`src/rtl/bitop_pkg.sv`:
```
package bitop_pkg;
    typedef enum logic [2:0] {
        OP_SCAN = 3'd0,
        OP_TEST = 3'd1,
        OP_FLIP = 3'd2,
        OP_CLR  = 3'd3,
        OP_SET  = 3'd4
    } bop_e;

    typedef enum logic [1:0] {
        MOD_KEEP = 2'd0,
        MOD_FLIP = 2'd1,
        MOD_CLR  = 2'd2,
        MOD_SET  = 2'd3
    } bmod_e;

    typedef enum logic {
        ST_IDLE = 1'b0,
        ST_RESP = 1'b1
    } bst_e;
endpackage

```
`src/rtl/bitop_scan.sv`:
```
module bitop_scan #(
    parameter int W = 32,
    localparam int IDXW = $clog2(W)
) (
    input  logic [W-1:0]    vec,
    output logic [IDXW-1:0] idx,
    output logic            nz
);
    always_comb begin
        idx = '0;
        for (int i = W - 1; i >= 0; i--) begin
            if (vec[i]) idx = IDXW'(i);
        end
        nz = |vec;
    end
endmodule

```
`src/rtl/bitop_bitsel.sv`:
```
module bitop_bitsel #(
    parameter int W = 32,
    localparam int IDXW = $clog2(W)
) (
    input  logic [W-1:0]    word,
    input  logic [IDXW-1:0] pos,
    input  bitop_pkg::bmod_e mode,
    output logic            old_bit,
    output logic [W-1:0]    new_word
);
    import bitop_pkg::*;

    logic [W-1:0] onehot;

    always_comb begin
        onehot  = '0;
        onehot[pos] = 1'b1;
        old_bit = word[pos];
        unique case (mode)
            MOD_FLIP: new_word = word ^ onehot;
            MOD_CLR:  new_word = word & ~onehot;
            MOD_SET:  new_word = word | onehot;
            default:  new_word = word;
        endcase
    end
endmodule

```
`src/rtl/bitop_unit.sv`:
```
module bitop_unit #(
    parameter int W = 32,
    localparam int HALF = W / 2,
    localparam int IDXW = $clog2(W)
) (
    input  logic          clk,
    input  logic          rst_n,
    input  logic          in_valid,
    input  logic [2:0]    op,
    input  logic          size32,
    input  logic [W-1:0]  src,
    input  logic [W-1:0]  dst,
    input  logic          imm_sel,
    input  logic [7:0]    imm_off,
    input  logic [W-1:0]  reg_off,
    output logic          out_valid,
    output logic [W-1:0]  result,
    output logic          dst_we,
    output logic          cf,
    output logic          cf_upd,
    output logic          zf,
    output logic          zf_upd
);
    import bitop_pkg::*;

    bst_e            state_q;
    logic [W-1:0]    scan_vec;
    logic [IDXW-1:0] scan_idx;
    logic            scan_nz;
    logic [IDXW-1:0] off_lo;
    logic [IDXW-1:0] bit_pos;
    bmod_e           mod_sel;
    logic            sel_bit;
    logic [W-1:0]    mod_word;
    logic            unused_off_hi;

    logic [W-1:0]    nx_result;
    logic            nx_we, nx_cf, nx_cfu, nx_zf, nx_zfu;

    assign scan_vec = size32 ? src : {{HALF{1'b0}}, src[HALF-1:0]};
    assign off_lo   = imm_sel ? imm_off[IDXW-1:0] : reg_off[IDXW-1:0];
    assign bit_pos  = size32 ? off_lo : {1'b0, off_lo[IDXW-2:0]};
    assign unused_off_hi = ^{imm_off[7:IDXW], reg_off[W-1:IDXW]};

    always_comb begin
        unique case (op)
            OP_FLIP: mod_sel = MOD_FLIP;
            OP_CLR:  mod_sel = MOD_CLR;
            OP_SET:  mod_sel = MOD_SET;
            default: mod_sel = MOD_KEEP;
        endcase
    end

    bitop_scan #(.W(W)) u_scan (
        .vec (scan_vec),
        .idx (scan_idx),
        .nz  (scan_nz)
    );

    bitop_bitsel #(.W(W)) u_bitsel (
        .word     (dst),
        .pos      (bit_pos),
        .mode     (mod_sel),
        .old_bit  (sel_bit),
        .new_word (mod_word)
    );

    always_comb begin
        nx_result = result;
        nx_we     = 1'b0;
        nx_cf     = cf;
        nx_cfu    = 1'b0;
        nx_zf     = zf;
        nx_zfu    = 1'b0;
        unique case (op)
            OP_SCAN: begin
                nx_zfu = 1'b1;
                if (scan_nz) begin
                    nx_result = {{(W-IDXW){1'b0}}, scan_idx};
                    nx_we     = 1'b1;
                    nx_zf     = 1'b0;
                end else begin
                    nx_result = dst;
                    nx_zf     = 1'b1;
                end
            end
            OP_TEST: begin
                nx_result = dst;
                nx_cf     = sel_bit;
                nx_cfu    = 1'b1;
            end
            OP_FLIP, OP_CLR, OP_SET: begin
                nx_result = mod_word;
                nx_we     = 1'b1;
                nx_cf     = sel_bit;
                nx_cfu    = 1'b1;
            end
            default: ;
        endcase
    end

    // State register: accept moves to ST_RESP, drain returns to ST_IDLE
    always_ff @(posedge clk) begin
        if (!rst_n) state_q <= ST_IDLE;
        else        state_q <= in_valid ? ST_RESP : ST_IDLE;
    end

    assign out_valid = (state_q == ST_RESP);

    // Output register
    always_ff @(posedge clk) begin
        if (!rst_n) begin
            result <= '0;
            dst_we <= 1'b0;
            cf     <= 1'b0;
            cf_upd <= 1'b0;
            zf     <= 1'b0;
            zf_upd <= 1'b0;
        end else if (in_valid) begin
            result <= nx_result;
            dst_we <= nx_we;
            cf     <= nx_cf;
            cf_upd <= nx_cfu;
            zf     <= nx_zf;
            zf_upd <= nx_zfu;
        end else begin
            dst_we <= 1'b0;
            cf_upd <= 1'b0;
            zf_upd <= 1'b0;
        end
    end

    a_r2_resp_follows: assert property (@(posedge clk) disable iff (!rst_n)
        in_valid |=> out_valid);
    a_r2_no_spurious: assert property (@(posedge clk) disable iff (!rst_n)
        !in_valid |=> !out_valid);
    a_r2_hold: assert property (@(posedge clk) disable iff (!rst_n)
        !out_valid |-> ($stable(result) && $stable(cf) && $stable(zf)));
    a_r2_strobes_in_resp: assert property (@(posedge clk) disable iff (!rst_n)
        (dst_we || cf_upd || zf_upd) |-> out_valid);
    a_r3_lowest: assert property (@(posedge clk) disable iff (!rst_n)
        scan_nz |-> (scan_vec[scan_idx] &&
                     ((scan_vec & ((W'(1) << scan_idx) - W'(1))) == '0)));
    a_r4_zero_no_write: assert property (@(posedge clk) disable iff (!rst_n)
        (zf_upd && zf) |-> !dst_we);
    a_r3_scan_no_carry: assert property (@(posedge clk) disable iff (!rst_n)
        zf_upd |-> !cf_upd);
    a_r9_single_bit: assert property (@(posedge clk) disable iff (!rst_n)
        $countones(mod_word ^ dst) <= 1);
    a_r11_upper_kept: assert property (@(posedge clk) disable iff (!rst_n)
        !size32 |-> (mod_word[W-1:HALF] == dst[W-1:HALF]));
endmodule

```
`config.mk`:
```
export PLATFORM = sky130hd
export DESIGN_NAME = bitop_unit
export DESIGN_NICKNAME = d
export VERILOG_FILES = /design/src/rtl/bitop_pkg.sv /design/src/rtl/bitop_scan.sv /design/src/rtl/bitop_bitsel.sv /design/src/rtl/bitop_unit.sv
export SDC_FILE = /design/constraint.sdc
export NUM_CORES = 1
export LEC_CHECK = 0
export BUFFER_PORTS_ARGS = -buffer_cell sky130_fd_sc_hd__buf_2
export CAP_MARGIN = 10
export CORE_UTILIZATION = 51
export CTS_BUF_LIST = sky130_fd_sc_hd__clkbuf_8
export DETAILED_ROUTE_END_ITERATION = 16
export PLACE_DENSITY = 0.78
export RECOVER_POWER = 100
export SLEW_MARGIN = 5
export SYNTH_ARGS = -nofsm -noshare
export SYNTH_HDL_FRONTEND = slang
export SYNTH_HIERARCHICAL = 1
export SYNTH_SLANG_ARGS = --single-unit
```
`constraint.sdc`:
```
create_clock -name clk -period 4.2 [get_ports clk]
set_input_delay 0.84 -clock clk [delete_from_list [all_inputs] [get_ports clk]]
set_output_delay 0.84 -clock clk [all_outputs]
set_load 0.03 [all_outputs]
```
==> impl_metrics.tcl, run 1 <==
set metrics [dict create \
    drt-total-wl_mm 15.8 \
    startpoint_type "input port" \
    ctsResizeCount 0 \
    synth_edf_count 0 \
    grt_antenna_before_repair 0 \
    register_area_sq_um 761 \
    synth_cell_types 50 \
    failed_checks "capacitance limit, slew limit" \
    dieHeight_um 107 \
    outcome "finished with violations" \
    boundaryPins 150 \
    hpwl_mm 11.2 \
    drive_gt1_frac 0.220 \
    internal_power_mw 0.875 \
    setup_violations 0 \
    hold_ws_ps 488 \
    fillers 933 \
    routabilityCongestion 0.860 \
    p_sw_mw 0.500 \
    finalPower_mw 1.37 \
    clockPowerShare 0.289 \
    core_area_sq_mm 0.0105 \
    grt_overflow 0 \
    die_area_sq_mm 0.0114 \
    ir_worst_vdd_mv 0.242 \
    cap_violations 1 \
    syn_inst 667 \
    hold_class "reg -> reg" \
    powerDensity_mw_per_mm2 221 \
    start_util 0.534 \
    syn_area_per_cell_sq_um 8.42 \
    grt_max_degree 71 \
    diodes 0 \
    hold_viol_final 0 \
    dp.cells 875 \
    max_slew_margin -0.886 \
    synth-seq-cells 38 \
    critical_path.max_fanout 17 \
    ant_nets 0 \
    vias 5519 \
    die_w_um 107 \
    grt_pass1_wl_mm 26.1 \
    final_cell_mix "buf_2, inv_1, ha_1, a21oi_1, clkbuf_1" \
    placementRows 37 \
    postCtsSetupBuffers 0 \
    ctsHoldBuffers 0 \
    ys.flop_type "dfxtp_1" \
    drtIter0Drc 488 \
    power_frac_seq 0.294 \
    finalClockSkew_ps 0 \
    fin_cells 883 \
    port_buffers 119 \
    crit_required_ps 4240 \
    htree_num_levels 2 \
    p_leak_nw 2.50 \
    avgRoutedWirePerCell_um 17.9 \
    cts_sinks 38 \
    nets 922 \
    clkTransAtPathRegs_ps 70 \
    cts_root_buffer "clkbuf_8" \
    avgViaCountPerCell 6.25 \
    period_share 0.882 \
    mostFrequentLayoutCell "buf_2" \
    fin_crit_ps 3710 \
    critPathArrivalTime_ps 3740 \
    netlist_area_sq_mm 0.00562 \
    cts_tree "built" \
    p_sw_frac 0.364 \
    finalSetupTns_ps 0 \
    yosysWarnings 6 \
    pwr-share-comb 0.417 \
    drc 0 \
    worst_pin_slew_ps 2830 \
    numCtsBuffers 5 \
    crit_type "in -> reg" \
    slew_violations 71 \
    drtPass1Iterations 5 \
    synth_nets 843 \
    cp-end-kind "flip-flop" \
    clk_path_buf_depth 2 \
    area_delta_synth_final_pct 10.7 \
    yosysSeqAreaShare 0.135 \
    grt_pass1_vias 5263 \
    track_usage 0.285 \
    multi_input_area_sq_mm 0.00420 \
    ys_async_sr_fraction 0 \
    clock_latency_ps 300 \
    rsz0062_at_grt "no" \
    clock.fmax_mhz 270 \
]
## logic make-up after synthesis
logic type                 after synthesis  synth area share
and+or+nand+nor                        173             0.176
adders and majority gates               64             0.143
muxes                                   55             0.181
buffers and inverters                  139             0.120
DFF                                     38             0.135
AOI/OAI and AO/OA                      198             0.245
## metal layers
metal  routed length (um)  global-route usage  vias to the layer above
met5                    0                   0                        -
met4                  338               0.108                        0
met3                 1090              0.0407                       30
met2                 7450               0.470                      242
met1                 6890               0.377                     2614
li1                     -                   -                     2633
## flip-flops by register name, summed over array words and instances (netlist names)
| register | flops |
|---|---|
| result | 32 |
| cf | 1 |
| cf_upd | 1 |
| dst_we | 1 |
| out_valid | 1 |
| zf | 1 |
| zf_upd | 1 |
## final timing paths
path | endpoint | startpoint | slack (ps) | depth (start not counted)
setup reg to reg | result[23] | result[23] | 3240 | 2
hold reg to reg | cf | cf | 490 | 2
hold / removal | cf | cf | 490 | 2
setup / recovery | result[26] | imm_sel | 490 | 10
## layout make-up
type / count / area share
Clock buffer: 6 / 0.0133
Clock inverter: 2 / 0.00966
Inverter: 74 / 0.0447
Multi-Input combinational cell: 490 / 0.675
Sequential cell: 38 / 0.122
Tap cell: 136 / 0.0274
Timing Repair Buffer: 137 / 0.108
## synth_stat cells, types with 3 or more instances
cell type,count,area (sq um)
ha_1,64,801
nor3_1,7,35.0
and3b_1,3,26.3
o211ai_1,32,240
o21ai_1,15,75.1
nor3b_1,5,37.5
mux2_2,19,214
buf_2,17,85.1
buf_6,9,101
a211o_1,32,280
and2_1,17,106
a22oi_1,5,37.5
inv_1,73,274
mux4_2,34,766
nor2b_1,29,181
nand3_1,5,25.0
o31ai_1,5,37.5
nor4_1,7,43.8
clkbuf_1,21,78.8
buf_4,16,120
nor2_1,13,48.8
a311oi_1,33,289
nand2_1,39,146
o21ai_0,22,110
or3_1,32,200
a21oi_1,43,215
dfxtp_1,38,761
## power by group through the flow
stage | Sequential, mW | Combinational (mW) | Clock, mW
floorplan | 0.464 | 0.356 | 0
global placement | 0.410 | 0.550 | 0
detailed placement | 0.411 | 0.573 | 0
CTS | 0.403 | 0.576 | 0.400
global route | 0.408 | 0.628 | 0.417
finish | 0.405 | 0.573 | 0.397
## critical path, cell delays in order
cell and delay (ps):
buf_2 140, mux2_1 660, nor2_1 330, clkbuf_1 290
nand2_1 130, ha_1 310, mux4_2 460, or3_1 320
o211ai_1 120, a311oi_1 120
## per-stage QoR
stage               setup slack [ps]   util  cell area [sq um]
floorplan                       1010      -               5620
global placement                 635  0.584               6140
detailed placement               552  0.584               6140
CTS                              864  0.598               6280
global route                     369  0.592               6220
finish                           494  0.592               6220
(Power assumes the default switching activity.)
==> run 2, diff against run 1 <==
==> constraint.sdc (replaced) <==
create_clock -name clk -period 4.2 [get_ports clk]
set_input_delay 0.63 -clock clk [delete_from_list [all_inputs] [get_ports clk]]
set_output_delay 0.63 -clock clk [all_outputs]
set_load 0.03 [all_outputs]
==> run 2 against run 1 <==
First-iteration DRC count increased by 2.5%. Sequential share of layout area increased by 0.15 points. Critical path depth decreased by 4. Design area decreased by 1.2%. Highest routed layer unchanged. Routed wire length increased by 1.0%. Hold slack improved by 13 ps. Total power decreased by 9.4%. Global-route usage decreased by 0.51 points. Clock skew unchanged. The run still ends with capacitance limit, slew limit left. Sequential cell count unchanged.
==> impl_metrics.tcl, run 2 (synthesized netlist as in run 1, its figures left out) <==
set metrics [dict create \
    outcome "finished with violations" \
    failed_checks "capacitance limit, slew limit" \
    cts_tree "built" \
    clock_latency_ps 300 \
    use_met2 0.459 \
    reg2reg_from "result[25]" \
    period_share 0.851 \
    hold_ws_ps 501 \
    drtIter0Drc 500 \
    diodes 0 \
    reg2reg_to "result[25]" \
    gr-usage-met1 0.368 \
    clock.fmax_mhz 280 \
    clkTransAtPathRegs_ps 80 \
    path_cells "buf_2, buf_4, nor3_1, buf_4, o21ai_0, a311oi_1" \
    critPathArrivalTime_ps 3770 \
    crit_required_ps 4400 \
    port_buffers 119 \
    fillers 962 \
    die_w_um 107 \
    holdPathEnd "cf" \
    setup_violations 0 \
    clk_path_buf_depth 2 \
    critPathTopFamily "simple AND/OR/NAND/NOR gates" \
    grt_max_degree 42 \
    r2r_slack_ps 3260 \
    drive_gt1_frac 0.219 \
    start_util 0.534 \
    ant_nets 0 \
    hpwl_mm 11.3 \
    fin_crit_ps 3570 \
    cp-end-kind "flip-flop" \
    cts_root_buffer "clkbuf_8" \
    max_slew_margin -0.397 \
    cap_violations 3 \
    worst-path-buf-inv 3 \
    placementRows 37 \
    cts_sinks 38 \
    startpoint_type "input port" \
    grt_pass1_vias 5382 \
    powerDensity_mw_per_mm2 203 \
    dieHeight_um 107 \
    grt_pass1_wl_mm 25.7 \
    ctsHoldBuffers 0 \
    dp_slack_ps 794 \
    mostFrequentLayoutCell "buf_2" \
    grt-busiest-layer "met2" \
    boundaryPins 150 \
    die_area_sq_mm 0.0114 \
    postCtsSetupBuffers 0 \
    finalPower_mw 1.25 \
    avgViaCountPerCell 6.34 \
    cpMaxStageDelayCell "nor3_1" \
    met3_usage 0.0359 \
    largest_reg_flops 32 \
    nets 918 \
    rsz0062_at_grt "no" \
    worst_pin_slew_ps 2080 \
    dp.cells 871 \
    area_delta_synth_final_pct 9.36 \
    placed_area_sq_mm 0.00612 \
    crit_path_frequent_cell "buf_4" \
    drt-total-wl_mm 15.9 \
    fin_cells 879 \
    avgRoutedWirePerCell_um 18.1 \
    hold_start "cf" \
    vias 5577 \
    slew_violations 97 \
    ctsResizeCount 0 \
    finalClockSkew_ps 0 \
    fin_util 0.584 \
    drc 0 \
    holdPathStages 2 \
    drtPass1Iterations 5 \
    p_leak_nw 2.47 \
    core_area_sq_mm 0.0105 \
    setup_ws_ps 627 \
    track_usage 0.280 \
    top_register "result" \
    htree_num_levels 2 \
    grt_overflow 0 \
    numCtsBuffers 5 \
    crit_type "in -> reg" \
    hold_class "reg -> reg" \
    critical_path.max_fanout 41 \
    ir_worst_vdd_mv 0.178 \
    design_area_sq_mm 0.00614 \
    hold_viol_final 0 \
    finalSetupTns_ps 0 \
    rr_worst_depth 2 \
    final_cell_mix "buf_2, inv_1, ha_1, a21oi_1, clkbuf_1" \
    routabilityCongestion 0.845 \
    grt_antenna_before_repair 0 \
    cp_slowest_stage_delay_ps 1640 \
]
run 2: worst max-delay path by stage:
stage               startpoint         end  slack [ps]  depth (start not counted)
floorplan              imm_sel  result[18]        1220                         10
global placement       imm_sel   result[2]         850                          9
detailed placement     imm_sel   result[1]         790                          9
CTS                    imm_sel   result[1]        1130                          9
global route            size32   result[4]         520                         10
finish                   op[1]   result[0]         630                          6
run 2: tightest hold or removal path: stages (launching register included):
cell	delay (ps)
dfxtp_1	320
o31ai_1	70
a21oi_1	60
run 2: area by class of cell:
class / instances / area [sq um] / area share
Multi-Input combinational cell: 490 / 4180 / 0.681
Sequential cell: 38 / 761 / 0.124
Timing Repair Buffer: 133 / 661 / 0.108
Inverter: 74 / 278 / 0.0452
Tap cell: 136 / 170 / 0.0277
Clock buffer: 6 / 82.6 / 0.0134
Clock inverter: 2 / 8.76 / 0.00143
run 2: metal layers:
metal | routed length (um) | up-vias
met4 | 323 | 0
met2 | 7510 | 260
met3 | 1280 | 36
li1 | - | 2625
met5 | 0 | -
met1 | 6820 | 2656
run 2: report_power, final:
part | leakage, nW | switching (mW) | internal (mW) | total, mW
clock network | 0.0524 | 0.138 | 0.130 | 0.269
logic | 2.10 | 0.337 | 0.233 | 0.571
registers | 0.314 | 0.0180 | 0.388 | 0.406
